File: config.mk
export PLATFORM = sky130hd
export DESIGN_NAME = irq_ring_poster
export DESIGN_NICKNAME = d
export VERILOG_FILES = /design/src/rtl/irq_ring_pkg.sv /design/src/rtl/irq_ring_slot.sv /design/src/rtl/irq_ring_seq.sv /design/src/rtl/irq_ring_poster.sv
export SDC_FILE = /design/constraint.sdc
export NUM_CORES = 1
export LEC_CHECK = 0
export BUFFER_PORTS_ARGS = -buffer_cell sky130_fd_sc_hd__buf_2
export CORE_ASPECT_RATIO = 2
export CORE_MARGIN = 2
export CORE_UTILIZATION = 63
export CTS_BUF_LIST = sky130_fd_sc_hd__clkbuf_4
export CTS_CLUSTER_SIZE = 28
export DETAILED_ROUTE_END_ITERATION = 12
export PLACE_DENSITY = 0.82
export SYNTH_ARGS = -nofsm -noshare
export SYNTH_HDL_FRONTEND = slang
export SYNTH_SLANG_ARGS = --single-unit
File: constraint.sdc
create_clock -name clk -period 9.33 [get_ports clk]
set_input_delay 0.933 -clock clk [delete_from_list [all_inputs] [get_ports clk]]
set_output_delay 0.933 -clock clk [all_outputs]
set_load 0.01 [all_outputs]
File: src/rtl/irq_ring_pkg.sv
package irq_ring_pkg;

    localparam int unsigned BYTE_W = 8;

    typedef enum logic [2:0] {
        ST_IDLE,
        ST_RD_HEAD,
        ST_RD_CNT,
        ST_CAPT,
        ST_WR_SLOT,
        ST_WR_CNT
    } post_state_e;

    typedef struct packed {
        post_state_e              st;
        logic [BYTE_W-1:0]        kind;
        logic [BYTE_W-1:0]        head;
        logic [BYTE_W-1:0]        count;
    } post_regs_t;

endpackage

File: src/rtl/irq_ring_slot.sv
module irq_ring_slot #(
    parameter int unsigned SLOTS = 52,
    parameter int unsigned W     = 8
) (
    input  logic [W-1:0] head_i,
    input  logic [W-1:0] count_i,
    output logic [W-1:0] slot_o
);

    localparam int unsigned SUM_W   = W + 1;
    localparam int unsigned MAX_SUM = 2 * ((1 << W) - 1);
    localparam int unsigned STEPS   = MAX_SUM / SLOTS;

    logic [SUM_W-1:0] part [0:STEPS];

    assign part[0] = {1'b0, head_i} + {1'b0, count_i};

    for (genvar i = 0; i < STEPS; i++) begin : g_fold
        assign part[i+1] = (part[i] >= SUM_W'(SLOTS)) ? (part[i] - SUM_W'(SLOTS)) : part[i];
    end

    assign slot_o = part[STEPS][W-1:0];

endmodule

File: src/rtl/irq_ring_seq.sv
module irq_ring_seq
    import irq_ring_pkg::*;
#(
    parameter int unsigned ADDR_W    = 8,
    parameter int unsigned HEAD_OFF  = 0,
    parameter int unsigned COUNT_OFF = 1,
    parameter int unsigned SLOT_BASE = 12
) (
    input  logic              clk,
    input  logic              rst_n,
    input  logic              enable_i,
    input  logic              req_valid_i,
    input  logic [BYTE_W-1:0] req_type_i,
    output logic              req_ready_o,
    input  logic [BYTE_W-1:0] rdata_i,
    input  logic [BYTE_W-1:0] slot_i,
    output logic [BYTE_W-1:0] head_o,
    output logic [BYTE_W-1:0] count_o,
    output logic              mem_rd_o,
    output logic              mem_wr_o,
    output logic [ADDR_W-1:0] mem_addr_o,
    output logic [BYTE_W-1:0] mem_wdata_o
);

    post_regs_t r_d, r_q;

    always_comb begin
        r_d         = r_q;
        req_ready_o = (r_q.st == ST_IDLE);
        mem_rd_o    = 1'b0;
        mem_wr_o    = 1'b0;
        mem_addr_o  = '0;
        mem_wdata_o = '0;
        unique case (r_q.st)
            ST_IDLE: begin
                if (req_valid_i && enable_i) begin
                    r_d.kind = req_type_i;
                    r_d.st   = ST_RD_HEAD;
                end
            end
            ST_RD_HEAD: begin
                mem_rd_o   = 1'b1;
                mem_addr_o = ADDR_W'(HEAD_OFF);
                r_d.st     = ST_RD_CNT;
            end
            ST_RD_CNT: begin
                mem_rd_o   = 1'b1;
                mem_addr_o = ADDR_W'(COUNT_OFF);
                r_d.head   = rdata_i;
                r_d.st     = ST_CAPT;
            end
            ST_CAPT: begin
                r_d.count = rdata_i;
                r_d.st    = ST_WR_SLOT;
            end
            ST_WR_SLOT: begin
                mem_wr_o    = 1'b1;
                mem_addr_o  = ADDR_W'(SLOT_BASE) + ADDR_W'(slot_i);
                mem_wdata_o = r_q.kind;
                r_d.st      = ST_WR_CNT;
            end
            ST_WR_CNT: begin
                mem_wr_o    = 1'b1;
                mem_addr_o  = ADDR_W'(COUNT_OFF);
                mem_wdata_o = r_q.count + BYTE_W'(1);
                r_d.st      = ST_IDLE;
            end
            default: r_d.st = ST_IDLE;
        endcase
    end

    always_ff @(posedge clk or negedge rst_n) begin
        if (!rst_n) begin
            r_q <= '{st: ST_IDLE, kind: '0, head: '0, count: '0};
        end else begin
            r_q <= r_d;
        end
    end

    assign head_o  = r_q.head;
    assign count_o = r_q.count;

endmodule

File: src/rtl/irq_ring_poster.sv
module irq_ring_poster
    import irq_ring_pkg::*;
#(
    parameter int unsigned ADDR_W    = 8,
    parameter int unsigned SLOTS     = 52,
    parameter int unsigned HEAD_OFF  = 0,
    parameter int unsigned COUNT_OFF = 1,
    parameter int unsigned SLOT_BASE = 12
) (
    input  logic              clk,
    input  logic              rst_n,
    input  logic              enable_i,
    input  logic              req_valid_i,
    input  logic [7:0]        req_type_i,
    output logic              req_ready_o,
    output logic              mem_rd_o,
    output logic              mem_wr_o,
    output logic [ADDR_W-1:0] mem_addr_o,
    output logic [7:0]        mem_wdata_o,
    input  logic [7:0]        mem_rdata_i
);

    logic [BYTE_W-1:0] head_w;
    logic [BYTE_W-1:0] count_w;
    logic [BYTE_W-1:0] slot_w;

    irq_ring_slot #(
        .SLOTS (SLOTS),
        .W     (BYTE_W)
    ) i_slot (
        .head_i  (head_w),
        .count_i (count_w),
        .slot_o  (slot_w)
    );

    irq_ring_seq #(
        .ADDR_W    (ADDR_W),
        .HEAD_OFF  (HEAD_OFF),
        .COUNT_OFF (COUNT_OFF),
        .SLOT_BASE (SLOT_BASE)
    ) i_seq (
        .clk         (clk),
        .rst_n       (rst_n),
        .enable_i    (enable_i),
        .req_valid_i (req_valid_i),
        .req_type_i  (req_type_i),
        .req_ready_o (req_ready_o),
        .rdata_i     (mem_rdata_i),
        .slot_i      (slot_w),
        .head_o      (head_w),
        .count_o     (count_w),
        .mem_rd_o    (mem_rd_o),
        .mem_wr_o    (mem_wr_o),
        .mem_addr_o  (mem_addr_o),
        .mem_wdata_o (mem_wdata_o)
    );

endmodule

# Word-level counts from Yosys, hierarchy flattened
# Index checks and enable logic that the tools add are counted.
[op_classes] n_lt_le_gt_ge=9 muxes=15 n_reduce_logical=6 n_eq_ne=6 n_addsub=12
[ops] op="greater-or-equal comparator 9 x 6 -> 1 bit (second input constant)" count=9
[ops] op="2-to-1 mux 9 bit" count=8
[ops] op="subtractor 9 x 6 -> 9 bit (second input constant)" count=8
[ops] op="case mux 8 bit (2 select lines)" count=2
[ops] op="case mux 3 bit (5 select lines)" count=1
[ops] op="2-to-1 mux 11 bit" count=1
[ops] op="adder 8 x 8 -> 9 bit" count=1
[ops] op="adder 4 x 8 -> 8 bit (first input constant)" count=1
[ops] op="adder 8 x 1 -> 8 bit (second input constant)" count=1
[ops] op="2-to-1 mux 8 bit" count=1
[ops] op="subtractor 8 x 6 -> 8 bit (second input constant)" count=1
[ops] op="equality test 3 x 2 -> 1 bit (second input constant)" count=2
[ops] op="equality test 3 bit (second input constant)" count=2
[ops] op="OR reduction 2 bit" count=3
[ops] op="equality test 3 x 1 -> 1 bit (second input constant)" count=1
[ops] op="zero test 3 bit" count=1
[ops] op="2-to-1 mux 1 bit" count=2
[ops] op="inequality test 2 x 1 -> 1 bit (second input constant)" count=1
[ops] op="AND reduction 2 bit" count=1
[ops] op="logical AND 1 bit" count=1
[totals] out_inout_bits=19 reg_bits=27

# Logic depth before layout (Yosys ltp)
[depth] depth_word=21 ltp_mapped=35 depth_no_buf=32

# Cells and area by module
# Synthesis repeated with hierarchy kept, for this count alone.
[unflattened] hier_cells=496 hier_area_um2=4192.8
[by_module_without_submodules] module="irq_ring_slot" seq_area_each_um2=0.0 cells_per_inst=358 instances=1 area_each_um2=2608.8
[by_module_without_submodules] module="irq_ring_seq" seq_area_each_um2=675.6 cells_per_inst=138 instances=1 area_each_um2=1584.0

# Worst setup path before layout
# No wires, ideal clock.
[synth_timing] path_kind="flip-flop to output port" startpoint="reg i_seq.r_q, in the netlist i_seq.count_o[0]" endpoint="out mem_addr_o[6]" t_arrival_ns=7.134 stages_incl_launch_ff=34 path_buffers=1 required_time_ns=8.397 setup_slack_ns=1.263 path_cell_list="dfrtp_1 ha_1 inv_1 fa_1 xnor2_2 inv_2 ha_1 inv_1 o21ai_0 mux2i_1 o21ai_0 a21oi_1 nand2_1 and4_1 o31a_1 or3_1 a21oi_2 mux2i_1 a211oi_2 mux2i_2 nand2_1 or3_1 and3b_1 buf_2 a31oi_4 o21ai_2 or2_1 and2_1 o21ai_1 inv_1 ha_1 a31oi_1 nor2_1 nor2_1"
[synth_via] elab_chain_len=21 elab_cells_between_ends=30
[synth_rtl] item="start: declaration" line_no="irq_ring_seq.sv:25" rtl="post_regs_t r_d, r_q;"
[synth_rtl] item="start signal: assignment" line_no="irq_ring_seq.sv:74" rtl="r_q <= '{st: ST_IDLE, kind: '0, head: '0, count: '0};"
[synth_rtl] item="start signal: assignment" line_no="irq_ring_seq.sv:76" rtl="r_q <= r_d;"
[synth_rtl] item="adder 8 x 8 -> 9 bit *" line_no="irq_ring_slot.sv:16" rtl="assign part[0] = {1'b0, head_i} + {1'b0, count_i};"
[synth_rtl] item="subtractor 9 x 6 -> 9 bit or greater-or-equal comparator 9 x 6 -> 1 bit (tied branches)" line_no="irq_ring_slot.sv:19" rtl="assign part[i+1] = (part[i] >= SUM_W'(SLOTS)) ? (part[i] - SUM_W'(SLOTS)) : part[i];"
[synth_rtl] item="2-to-1 mux 9 bit *" line_no="irq_ring_slot.sv:19"
[synth_rtl] item="subtractor 9 x 6 -> 9 bit or greater-or-equal comparator 9 x 6 -> 1 bit (tied branches)" line_no="irq_ring_slot.sv:19"
[synth_rtl] item="2-to-1 mux 9 bit *" line_no="irq_ring_slot.sv:19"
[synth_rtl] item="subtractor 9 x 6 -> 9 bit or greater-or-equal comparator 9 x 6 -> 1 bit (tied branches)" line_no="irq_ring_slot.sv:19"
[synth_rtl] item="2-to-1 mux 9 bit *" line_no="irq_ring_slot.sv:19"
[synth_rtl] item="subtractor 9 x 6 -> 9 bit or greater-or-equal comparator 9 x 6 -> 1 bit (tied branches)" line_no="irq_ring_slot.sv:19"
[synth_rtl] item="[... 5 more ...]"
[synth_rtl] item="subtractor 9 x 6 -> 9 bit or greater-or-equal comparator 9 x 6 -> 1 bit (tied branches)" line_no="irq_ring_slot.sv:19"
[synth_rtl] item="2-to-1 mux 9 bit *" line_no="irq_ring_slot.sv:19"
[synth_rtl] item="subtractor 9 x 6 -> 9 bit or greater-or-equal comparator 9 x 6 -> 1 bit (tied branches)" line_no="irq_ring_slot.sv:19"
[synth_rtl] item="2-to-1 mux 9 bit *" line_no="irq_ring_slot.sv:19"
[synth_rtl] item="subtractor 8 x 6 -> 8 bit or greater-or-equal comparator 9 x 6 -> 1 bit (tied branches)" line_no="irq_ring_slot.sv:19"
[synth_rtl] item="2-to-1 mux 8 bit *" line_no="irq_ring_slot.sv:19"
[synth_rtl] item="adder 4 x 8 -> 8 bit *" line_no="irq_ring_seq.sv:58" rtl="mem_addr_o = ADDR_W'(SLOT_BASE) + ADDR_W'(slot_i);"
[synth_rtl] item="case mux 8 bit (2 select lines) *" line_no="irq_ring_seq.sv:34" rtl="unique case (r_q.st)"
[synth_rtl] item="end: declaration" line_no="irq_ring_poster.sv:18" rtl="output logic [ADDR_W-1:0] mem_addr_o,"
# Mark *: on every way between the ends. The rest lies on a longest branch, timed or not.

# Final worst setup path
# Same ends and word-level chain as after synthesis.

==> metrics.yaml <==
timing:
  final_min_period_over_clock_period_pct: 96.7
  maxSlewViolCount: 0
  achievable-frequency_mhz: 111
  finalSetupViolCount: 0
  skew_ns: 0.00557
  finalSetupTns_ns: 0
  slew_headroom_pct: 55.8
  worst_pin_slew_ns: 0.663
  timing.final.ws_setup_ns: 0.307
  min_period_ns: 9.02
  hold_viol_final: 0
clock_tree:
  clk_latency_ns: 0.32
  number_of_sinks_handled_by_clock_tree_synthesis: 27
  cts_tree: "done"
  cts.hold.buffers_added: 0
  max_root_sink_buffers: 2
  h_tree_lvl_count: 1
  clk_pin_slew_ns: 0.14
  clockRootBuffer: "clkbuf_4"
  numCtsBuffers: 3
setup_path:
  r2r-start: "i_seq.r_q[24]"
  startpoint: "i_seq.count_o[0]"
  arrival_ns: 8.09
  setup.worst_path.start_class: "flop"
  setup.worst_path.end_class: "output port"
  critical-path-slowest-cell: "a2111o_1"
  peak_fanout_along_the_critical_path: 7
  crit_path_max_incr_delay_ns: 0.54
  cp.required_ns: 8.40
  worst-setup-path-type: "reg -> out"
drt:
  first_pass_iters: 5
  detail_route.wl_per_cell_um: 18.5
  routed-via-count: 4610
  drt_wl_total_um: 12200
  drt-vias-per-instance: 6.95
  drt_iter0_markers: 698
  route.antenna.remaining_nets: 0
  detail_route.drc_violations: 0
yosys:
  share_of_synthesized_area_occupied_by_flip_flops_and_latches_pct: 16.2
  postSynthRegisterBits: 27
  synth_cell_types: 89
  postSynth.asyncResetShare_pct: 100
  post_synth_top_area_share_pct: 16.2
  postSynth.topFlopCell: "dfrtp_1"
  synthesis.area_sq_um: 4180
  synth_fp_nets: 563
  synth_enable_flop_cells: 0
  yosys-top-cells-area: "dfrtp_1, mux2_2, nor2_1, nand2_1, ha_1"
  post_synth.cell_area_avg_sq_um: 7.88
  synth_area_leader_cell: "dfrtp_1"
  netlist_instances: 530
  synth.yosys.warnings: 0
placement:
  post-place-ws_ns: 0.313
  dpl_cell_area_sq_um: 4400
  port-buffer-count: 37
  dpl.hpwl_um: 8600
  place.gp.congestion: 1.02
floorplan:
  floorplan.die.width_um: 61.6
  die_height_um: 119
  core.rowCount: 42
  die_footprint_sq_um: 7330
  floorplan.initialDensity_pct: 64.1
  floorplan.io_pins: 39
  core_sq_um: 6520
cells_and_area:
  mostFrequentLayoutCells: "nor2_1, nand2_1, buf_2, dfrtp_1, a21oi_1"
  post-route-util_pct: 75.9
  most_common_cell_after_layout_fill_and_taps_aside: "nor2_1"
  finalNetCount: 609
  final_layout_size_suffix_gt1_share_pct: 31.3
  syn2layout_area_growth_pct: 18.4
  antenna_cells_inserted: 0
  fin_area_sq_um: 4940
grt:
  grt_use_total_pct: 30.8
  pin_count_of_the_biggest_net_entering_global_routing: 28
  first_global_vias: 4039
  globalRouteOverflowTotal: 0
  initial_antenna_violation_count: 0
  grt_pass1_wl_um: 18400
hold_path:
  holdCritPathClass: "reg -> reg"
  hold_start: "i_seq.r_q[21]"
outcome:
  outcome: "finished, final reports clean"
run:
  maxCapViolations: 0
==> layer usage <==
| metal | global-route usage, % | wire (um) | vias to the layer above |
|---|---|---|---|
| met5 | 0 | 0 | - |
| met4 | 8.78 | 374 | 0 |
| met3 | 4.23 | 797 | 56 |
| met2 | 48.2 | 6070 | 222 |
| met1 | 43.2 | 5000 | 2180 |
| li1 | - | - | 2152 |
==> state kept, by name (all words and copies together), names as in the netlist <==
| register | flops |
|---|---|
| i_seq.count_o | 8 |
| i_seq.head_o | 8 |
| i_seq.r_q | 11 |
==> worst max-delay path, delay by kind of cell, from the launching register on <==
family                   cells  cell delay [ns]
AO/OA/AOI/OAI               10             2.71
flip-flops                   1             0.43
adder cells (fa/ha/maj)      3             0.91
multiplexers                 1             0.20
buffers and inverters        4             0.44
XOR/XNOR                     1             0.26
AND/OR/NAND/NOR             13             2.81
==> kinds of logic (layout without fill, tap and decap cells) <==
| kind of cell | Yosys count | after routing | share of synthesized area [%] |
|---|---|---|---|
| XOR/XNOR | 19 | 19 | 4.62 |
| flip-flops | 27 | 27 | 16.2 |
| multiplexers | 37 | 38 | 9.89 |
| buffers and inverters | 35 | 78 | 3.63 |
| other | 1 | 1 | 0.0898 |
| adder cells (fa/ha/maj) | 13 | 13 | 4.08 |
| AO/OA/AOI/OAI | 194 | 195 | 36.8 |
| AND/OR/NAND/NOR | 204 | 204 | 24.8 |
==> final cells by class <==
type	count	area, sq um
fillers	497	1570
repair buffers	59	350
clock buffers	4	30.0
well taps	88	110
inverters	15	56.3
multi-input cells	470	3720
flip-flops and latches	27	676
==> path summary, 6_finish.rpt <==
| path | endpoint | slack (ns) | depth (start not counted) |
|---|---|---|---|
| max in group asynchronous | i_seq.r_q[22] | 8.36 | 1 |
| worst max register to register | i_seq.r_q[23] | 7.38 | 3 |
| worst max-delay path | mem_addr_o[6] | 0.31 | 32 |
| min in group asynchronous | i_seq.r_q[17] | 0.58 | 1 |
| worst min register to register | i_seq.r_q[21] | 0.53 | 1 |
| worst min-delay path | i_seq.r_q[21] | 0.53 | 1 |
==> stage by stage <==
step / hold WS, ns / std cells
6_report: 0.529 / 663
5_1_grt: 0.557 / 663
2_1_floorplan: 0.480 / 530
4_1_cts: 0.528 / 642
3_3_place_gp: 0.492 / 638
3_5_place_dp: 0.498 / 638
==> cell usage after synthesis, types with 8 or more instances <==
cell       n
a211oi_1  18
a21oi_1   27
clkbuf_1   8
dfrtp_1   27
ha_1      12
inv_1     14
mux2_2    23
mux2i_1   10
nand2_1   45
nand3_1   21
nor2_1    58
nor3_1    10
o211ai_1  11
o21ai_0   22
o21ai_1   10
xnor2_1   11
==> repair_timing <==
| action | CTS | global route |
|---|---|---|
| gates cloned | 0 | 2 |
| hold endpoints to repair | 0 | 0 |
| endpoints found under the setup margin | 2 | 5 |
| resized for setup | 1 | 67 |
| pin swaps | 0 | 12 |
| buffers inserted | 0 | 19 |
Power is left out: the tool's default activity adds up to more than one toggle a clock period on the data nets, which glitch-free logic cannot reach.
